`config.mk`:
```
export PLATFORM = sky130hd
export DESIGN_NAME = span_interp
export DESIGN_NICKNAME = d
export VERILOG_FILES = /design/src/rtl/span_pkg.sv /design/src/rtl/span_ctrl.sv /design/src/rtl/span_color.sv /design/src/rtl/span_depth.sv /design/src/rtl/span_interp.sv
export SDC_FILE = /design/constraint.sdc
export NUM_CORES = 1
export LEC_CHECK = 0
export BUFFER_PORTS_ARGS = -buffer_cell sky130_fd_sc_hd__buf_2
export CORE_MARGIN = 1
export CORE_UTILIZATION = 55
export CTS_BUF_LIST = sky130_fd_sc_hd__clkbuf_4 sky130_fd_sc_hd__clkbuf_8 sky130_fd_sc_hd__clkbuf_16
export DETAILED_ROUTE_END_ITERATION = 7
export PLACE_DENSITY_LB_ADDON = 0.25
export SETUP_SLACK_MARGIN = 0.15
export SYNTH_ARGS = -nofsm -noshare
export SYNTH_HDL_FRONTEND = slang
export SYNTH_SLANG_ARGS = --single-unit
```
`constraint.sdc`:
```
create_clock -name clk -period 3.9 [get_ports clk]
set_input_delay 0 -clock clk [delete_from_list [all_inputs] [get_ports clk]]
set_output_delay 0 -clock clk [all_outputs]
set_load 0.03 [all_outputs]
```
`src/rtl/span_pkg.sv`:
```
// Shared types for the span interpolator.
// Assumes a 4x4 screen-door pattern, so the mask is always 16 bits.
package span_pkg;
    localparam int MASK_W = 16;

    typedef struct packed {
        logic              zhold;
        logic              chold;
        logic              ahold;
        logic              index_mode;
        logic              z24;
        logic [2:0]        cmp;
        logic [MASK_W-1:0] mask;
        logic [1:0]        row;
    } span_cfg_t;
endpackage

```
`src/rtl/span_ctrl.sv`:
```
// Span sequencer: accepts a start while idle, latches the mode word,
// counts |span_cnt| pixels and moves address and column phase up or down.
// Assumes span_cnt is two's complement; the magnitude fits in CW bits unsigned.
module span_ctrl
    import span_pkg::*;
#(
    parameter int AW = 20,
    parameter int CW = 13
) (
    input  logic          clk,
    input  logic          rst_n,
    input  logic          start,
    input  span_cfg_t     cfg_in,
    input  logic [CW-1:0] span_cnt,
    input  logic [AW-1:0] base_addr,
    input  logic [1:0]    col_phase,
    output logic          load,
    output logic          busy,
    output logic          done,
    output logic          dir_neg,
    output logic [AW-1:0] addr,
    output logic [1:0]    x_ph,
    output span_cfg_t     cfg_q
);
    logic [CW-1:0] remain;
    logic [CW-1:0] mag;

    // Accept a start only while idle.
    assign load = start && !busy;
    // Unsigned pixel count from the signed request.
    assign mag  = span_cnt[CW-1] ? (~span_cnt + 1'b1) : span_cnt;

    // Sequencer state: count, direction, position, latched modes.
    always_ff @(posedge clk) begin
        if (!rst_n) begin
            busy    <= 1'b0;
            done    <= 1'b0;
            remain  <= '0;
            dir_neg <= 1'b0;
            addr    <= '0;
            x_ph    <= '0;
            cfg_q   <= '0;
        end else begin
            done <= 1'b0;
            if (load) begin
                cfg_q   <= cfg_in;
                dir_neg <= span_cnt[CW-1];
                remain  <= mag;
                addr    <= base_addr;
                x_ph    <= col_phase;
                if (mag == '0) begin
                    done <= 1'b1;
                end else begin
                    busy <= 1'b1;
                end
            end else if (busy) begin
                remain <= remain - 1'b1;
                if (remain == CW'(1)) begin
                    busy <= 1'b0;
                    done <= 1'b1;
                end
                if (!cfg_q.ahold) begin
                    addr <= dir_neg ? addr - 1'b1 : addr + 1'b1;
                end
                x_ph <= dir_neg ? x_ph - 1'b1 : x_ph + 1'b1;
            end
        end
    end
endmodule

```
`src/rtl/span_color.sv`:
```
// One color channel: unsigned IW.FW accumulator stepped by a signed slope,
// clamped to zero and full scale instead of wrapping.
// Assumes the slope magnitude is below full scale.
module span_color #(
    parameter int IW = 8,
    parameter int FW = 12
) (
    input  logic            clk,
    input  logic            rst_n,
    input  logic            load,
    input  logic            step,
    input  logic [IW+FW-1:0] init,
    input  logic [IW+FW-1:0] slope,
    output logic [IW-1:0]   value
);
    localparam int W = IW + FW;

    logic [W-1:0] acc;
    logic [W-1:0] slope_q;
    logic [W+1:0] sum;
    logic [W-1:0] nxt;

    // Two guard bits: top one flags underflow, next one overflow.
    assign sum = {2'b00, acc} + {{2{slope_q[W-1]}}, slope_q};

    // Clamp the stepped value into the unsigned range.
    always_comb begin
        if (sum[W+1]) begin
            nxt = '0;
        end else if (sum[W]) begin
            nxt = '1;
        end else begin
            nxt = sum[W-1:0];
        end
    end

    // Accumulator and latched slope.
    always_ff @(posedge clk) begin
        if (!rst_n) begin
            acc     <= '0;
            slope_q <= '0;
        end else if (load) begin
            acc     <= init;
            slope_q <= slope;
        end else if (step) begin
            acc <= nxt;
        end
    end

    assign value = acc[W-1:FW];
endmodule

```
`src/rtl/span_depth.sv`:
```
// Depth accumulator and depth test. Holds ZI.ZF fixed point; in narrow mode
// the value is kept modulo 2^(ZN+ZF) and only ZN integer bits are compared.
// Assumes the stored depth is presented combinationally for the current pixel.
module span_depth #(
    parameter int ZI = 24,
    parameter int ZF = 12,
    parameter int ZN = 16
) (
    input  logic          clk,
    input  logic          rst_n,
    input  logic          load,
    input  logic          step,
    input  logic          wide_ld,
    input  logic          wide_run,
    input  logic [ZI+ZF-1:0] init_raw,
    input  logic [ZI+ZF-1:0] slope_raw,
    input  logic [2:0]    cmp,
    input  logic [ZI-1:0] stored,
    output logic [ZI-1:0] z_now,
    output logic          pass
);
    localparam int ZW = ZI + ZF;
    localparam int NW = ZN + ZF;
    localparam logic [ZW-1:0] NARROW = {{(ZW-NW){1'b0}}, {NW{1'b1}}};
    localparam logic [ZI-1:0] NARROW_I = {{(ZI-ZN){1'b0}}, {ZN{1'b1}}};

    logic [ZW-1:0] acc;
    logic [ZW-1:0] slope_q;
    logic [ZW-1:0] sum;
    logic [ZI-1:0] old_z;
    logic          lt, gt, eq;

    // Step and fold into the active precision.
    assign sum = wide_run ? (acc + slope_q) : ((acc + slope_q) & NARROW);

    // Accumulator and latched slope.
    always_ff @(posedge clk) begin
        if (!rst_n) begin
            acc     <= '0;
            slope_q <= '0;
        end else if (load) begin
            acc     <= wide_ld ? init_raw : (init_raw & NARROW);
            slope_q <= slope_raw;
        end else if (step) begin
            acc <= sum;
        end
    end

    assign z_now = acc[ZW-1:ZF];

    // Relation test against the stored depth in the active precision.
    always_comb begin
        old_z = wide_run ? stored : (stored & NARROW_I);
        lt    = z_now < old_z;
        gt    = z_now > old_z;
        eq    = z_now == old_z;
        pass  = (cmp[2] && lt) || (cmp[1] && gt) || (cmp[0] && eq);
    end
endmodule

```
`src/rtl/span_interp.sv`:
```
// Span Z and color interpolator top. One pixel per cycle while busy; the
// write strobe is combinational from the current pixel state and zbuf_rdata.
// Assumes the depth store writes on the clock edge that ends the pixel cycle.
module span_interp
    import span_pkg::*;
#(
    parameter int AW    = 20,
    parameter int CW    = 13,
    parameter int ZI    = 24,
    parameter int ZF    = 12,
    parameter int ZN    = 16,
    parameter int ZF_LO = 4,
    parameter int CI    = 8,
    parameter int CF    = 12
) (
    input  logic               clk,
    input  logic               rst_n,
    input  logic               start,
    input  logic               hold_z,
    input  logic               hold_color,
    input  logic               hold_addr,
    input  logic               index_mode,
    input  logic               z_wide,
    input  logic [2:0]         zcmp,
    input  logic [MASK_W-1:0]  door_mask,
    input  logic [CW-1:0]      span_cnt,
    input  logic [AW-1:0]      base_addr,
    input  logic [1:0]         col_phase,
    input  logic [1:0]         row_phase,
    input  logic [ZI-1:0]      z_int,
    input  logic [ZF-ZF_LO-1:0] z_frac_hi,
    input  logic [ZF_LO-1:0]   z_frac_lo,
    input  logic [ZI-1:0]      zs_int,
    input  logic [ZF-ZF_LO-1:0] zs_frac_hi,
    input  logic [ZF_LO-1:0]   zs_frac_lo,
    input  logic [CI+CF-1:0]   r_init,
    input  logic [CI+CF-1:0]   r_slope,
    input  logic [CI+CF-1:0]   g_init,
    input  logic [CI+CF-1:0]   g_slope,
    input  logic [CI+CF-1:0]   b_init,
    input  logic [CI+CF-1:0]   b_slope,
    input  logic [ZI-1:0]      zbuf_rdata,
    output logic               pix_we,
    output logic [AW-1:0]      pix_addr,
    output logic [3*CI-1:0]    pix_color,
    output logic [ZI-1:0]      pix_z,
    output logic               busy,
    output logic               done
);
    localparam int NCH = 3;

    span_cfg_t      cfg_in, cfg_q;
    logic           load, dir_neg, zpass, door_hit;
    logic [1:0]     x_ph;
    logic [CI+CF-1:0] ch_init  [NCH];
    logic [CI+CF-1:0] ch_slope [NCH];
    logic [CI-1:0]    ch_val   [NCH];

    // Gather the mode word captured at start.
    always_comb begin
        cfg_in.zhold      = hold_z;
        cfg_in.chold      = hold_color;
        cfg_in.ahold      = hold_addr;
        cfg_in.index_mode = index_mode;
        cfg_in.z24        = z_wide;
        cfg_in.cmp        = zcmp;
        cfg_in.mask       = door_mask;
        cfg_in.row        = row_phase;
    end

    span_ctrl #(.AW(AW), .CW(CW)) u_ctrl (
        .clk(clk), .rst_n(rst_n), .start(start), .cfg_in(cfg_in),
        .span_cnt(span_cnt), .base_addr(base_addr), .col_phase(col_phase),
        .load(load), .busy(busy), .done(done), .dir_neg(dir_neg),
        .addr(pix_addr), .x_ph(x_ph), .cfg_q(cfg_q)
    );

    span_depth #(.ZI(ZI), .ZF(ZF), .ZN(ZN)) u_depth (
        .clk(clk), .rst_n(rst_n), .load(load),
        .step(busy && !cfg_q.zhold),
        .wide_ld(z_wide), .wide_run(cfg_q.z24),
        .init_raw({z_int, z_frac_hi, z_frac_lo}),
        .slope_raw({zs_int, zs_frac_hi, zs_frac_lo}),
        .cmp(cfg_q.cmp), .stored(zbuf_rdata),
        .z_now(pix_z), .pass(zpass)
    );

    // Channel order: 0 red, 1 green, 2 blue.
    assign ch_init[0]  = r_init;
    assign ch_init[1]  = g_init;
    assign ch_init[2]  = b_init;
    assign ch_slope[0] = r_slope;
    assign ch_slope[1] = g_slope;
    assign ch_slope[2] = b_slope;

    for (genvar c = 0; c < NCH; c++) begin : g_ch
        span_color #(.IW(CI), .FW(CF)) u_col (
            .clk(clk), .rst_n(rst_n), .load(load),
            .step(busy && !cfg_q.chold),
            .init(ch_init[c]), .slope(ch_slope[c]),
            .value(ch_val[c])
        );
    end

    // Output color with red and green silenced in index mode.
    assign pix_color = cfg_q.index_mode ? {{(2*CI){1'b0}}, ch_val[2]}
                                        : {ch_val[0], ch_val[1], ch_val[2]};

    // Screen-door lookup on row and column phase, then the write decision.
    assign door_hit = cfg_q.mask[{cfg_q.row, x_ph}];
    assign pix_we   = busy && zpass && !door_hit;
endmodule

```
==> qor.yml <==
final_layout:
  seqCellArea_um2: 5120
  layout_commonest_cell: "nand2_1"
  final_cell_mix: "358 x nand2_1, 349 x buf_2, 303 x a21oi_1, 277 x dlygate4sd3_1, 256 x dfxtp_1"
  nets: 3202
  instances_no_fill: 3198
  nFillCells: 2145
  drive_gt1_share_pct: 17.6
  multiInputGateArea_um2: 11200
  syn_to_final_growth_pct: 32.9
timing:
  max_freq_mhz: 280
  setup_viol_count_final: 0
  worst_pin_slew_ps: 959
  finalHoldViolCount: 0
  setup_tns_ps: 0
  relSlewSlack_pct: 36.1
  drv_slew: 0
  fin_skew_ps: 18.1
  rsz0062_at_grt: "false"
  period_share_pct: 91.6
  finalCriticalPeriod_ps: 3570
synthesis:
  postSynthCellCount: 2243
  syn_nets: 2671
  yosysUniqueCellTypes: 79
  synth-main-ff-cell: "dfxtp_1"
  yosys_warnings: 0
  avgSynthCellArea_um2: 7.66
  synth_edf_count: 0
  synthArstFlopShare_pct: 0
  synth_area_um2: 17200
  synth_seq_cells: 256
  synth_seq_area_share_pct: 29.8
floorplan:
  io_pins: 351
  die_h_um: 179
  design.die.area_um2: 32000
  die_w_um: 179
  coreArea_um2: 30700
  start_util_pct: 56.0
  rows: 64
clock_network:
  clock_sinks: 256
  path_clk_slew_ps: 60
  clock_latency_ps: 560
  cts_tree: "yes"
  cts-htree-levels: 1
  clk_path_buf_depth: 3
  cts_made_buffers: 30
  cts-root-buf: "clkbuf_16"
setup_path:
  cp_data_arrival_time_ps: 3570
  ff2ff_setup_slack_ps: 390
  cp-start-kind: "flop"
  worstPathRequired_ps: 3900
  cp-end-kind: "output pin"
  crit_type: "flop to output pin"
  cp_max_fo: 10
  startpoint: "u_ctrl.cfg_q[21]"
  rr_worst_depth: 13
  reg2reg_to: "g_ch[1].u_col.acc[5]"
  r2r-start: "g_ch[1].u_col.slope_q[0]"
flow_run:
  drv_cap: 0
worst_hold_path:
  hold_path_end: "g_ch[0].u_col.acc[15]"
  min-delay-start: "r_init[15]"
  hold_path.class: "input pin to flop"
  hold_depth: 3
routing:
  vias_per_cell: 6.10
  first_pass_iters: 6
  vias: 19500
  ant_nets: 0
  wire_per_inst_um: 18.6
  drcViolationCount: 0
  drt-total-wl_um: 59400
  first_iter_violations: 1627
global_routing:
  grt_overflow: 0
  antenna_found_initial: 5
  first_global_vias: 19000
  grt_max_degree: 95
  grt_pass1_wl_um: 92900
  grt_usage_pct: 36.0
placed_design:
  dp.cells: 2857
  hpwlAfterDp_um: 36500
  io_buffer_count: 350
  gp_congestion: 0.960
pwr:
  cellLeakagePower_uw: 0.0103
  powerDensity_nw_per_um2: 371
  irDropWorstVdd_uv: 334
status:
  outcome: "finished, final reports clean"
[synth_stat cells, types with 8 or more instances]
cell / number / area (µm²)
and3_1: 11 / 68.8
a21o_1: 63 / 473
a31o_2: 19 / 166
a21oi_1: 303 / 1520
a221oi_1: 11 / 96.3
o22ai_1: 11 / 68.8
nand2b_1: 23 / 144
nor4_1: 9 / 56.3
inv_1: 60 / 225
nand2_1: 358 / 1340
nor2b_1: 33 / 206
dfxtp_1: 256 / 5120
o21a_1: 21 / 158
o221ai_1: 15 / 131
a31oi_1: 21 / 131
nand3_1: 29 / 145
nor2_1: 109 / 409
buf_4: 33 / 248
xor2_1: 49 / 429
xnor2_1: 56 / 490
buf_1: 8 / 30.0
a211oi_1: 27 / 203
nand4_1: 18 / 113
o21bai_1: 15 / 113
ha_1: 143 / 1790
nor3_1: 24 / 120
o211ai_1: 17 / 128
o21ai_0: 238 / 1190
clkbuf_1: 110 / 413
a311oi_1: 12 / 105
[report_power, final]
group | switching, µW | internal (µW) | total [µW]
registers | 193 | 2850 | 3040
logic | 1410 | 1030 | 2440
clock network | 1170 | 1830 | 2990
total | 2770 | 5710 | 8480
[registers in the layout, indices dropped and copies added (netlist names)]
register / count
u_ctrl.x_ph: 2
u_depth.slope_q: 36
g_ch.u_col.slope_q: 60
u_ctrl.cfg_q: 26
u_ctrl.busy: 1
u_ctrl.dir_neg: 1
u_depth.acc: 36
g_ch.u_col.acc: 60
u_ctrl.addr: 20
u_ctrl.done: 1
u_ctrl.remain: 13
[cells by family (layout without fill, tap and decap cells)]
logic type | count (synthesis) | in the layout | synth area share (%)
adders and majority gates | 148 | 148 | 11.0
AOI/OAI and AO/OA | 845 | 845 | 30.1
buffers and inverters | 219 | 773 | 5.56
muxes | 12 | 12 | 1.08
xor gates and xnor gates | 105 | 105 | 5.35
and+or+nand+nor | 658 | 658 | 17.1
other | 0 | 5 | 0
DFF | 256 | 256 | 29.8
[final cells by class]
class / count / share of cell area (%)
multi-input cells: 1768 / 48.8
flip-flops and latches: 256 / 22.4
repair buffers: 657 / 20.9
clock buffers: 46 / 4.05
well taps: 396 / 2.17
inverters: 61 / 1.02
clock inverters: 9 / 0.542
diodes: 5 / 0.0548
[worst max-delay path: stages, from the launching register on]
cell      delay (ps)
dfxtp_1          490
nand2_1          100
ha_1             310
nand4_1          180
nor4_2           540
nand2_1          150
nor3_1           570
nand3b_1         190
mux2i_1           60
a31o_2           230
buf_2            190
[per-stage QoR]
| stage | utilization [%] | area [µm²] | total power, µW | setup slack, ps | hold slack, ps |
|---|---|---|---|---|---|
| 6_report | 74.5 | 22800 | 8480 | 326 | 32.0 |
| 5_1_grt | 74.5 | 22800 | 8860 | 201 | 35.6 |
| 4_1_cts | 74.3 | 22800 | 8400 | 208 | 24.4 |
| 3_5_place_dp | 61.8 | 18900 | 5170 | 711 | 239 |
| 3_3_place_gp | 61.8 | 18900 | 5120 | 773 | 224 |
| 2_1_floorplan | - | 17200 | 4590 | 808 | 136 |
[layer usage]
layer | GRT usage, % | wire [µm] | vias up
li1 | - | - | 9129
met1 | 43.6 | 23500 | 8992
met2 | 60.0 | 27400 | 1078
met3 | 5.96 | 5070 | 292
met4 | 21.2 | 3460 | 2
met5 | 0 | 13 | -
[timing repair]
item	4_1_cts	5_1_grt
setup buffers	0	4
setup endpoints to repair	0	9
endpoints found under the hold margin	249	0
resized for setup	0	5
hold buffers	278	0
[worst max-delay path by stage]
| stage | endpoint | slack (ps) | cells past startpoint |
|---|---|---|---|
| after floorplan | u_ctrl.addr[19] | 810 | 10 |
| after global placement | u_depth.acc[32] | 770 | 12 |
| after detailed placement | g_ch[1].u_col.acc[8] | 710 | 12 |
| after CTS | u_ctrl.busy | 210 | 12 |
| after global routing | pix_we | 200 | 10 |
| final | pix_we | 330 | 10 |
Power figures use the tool's default switching activity.
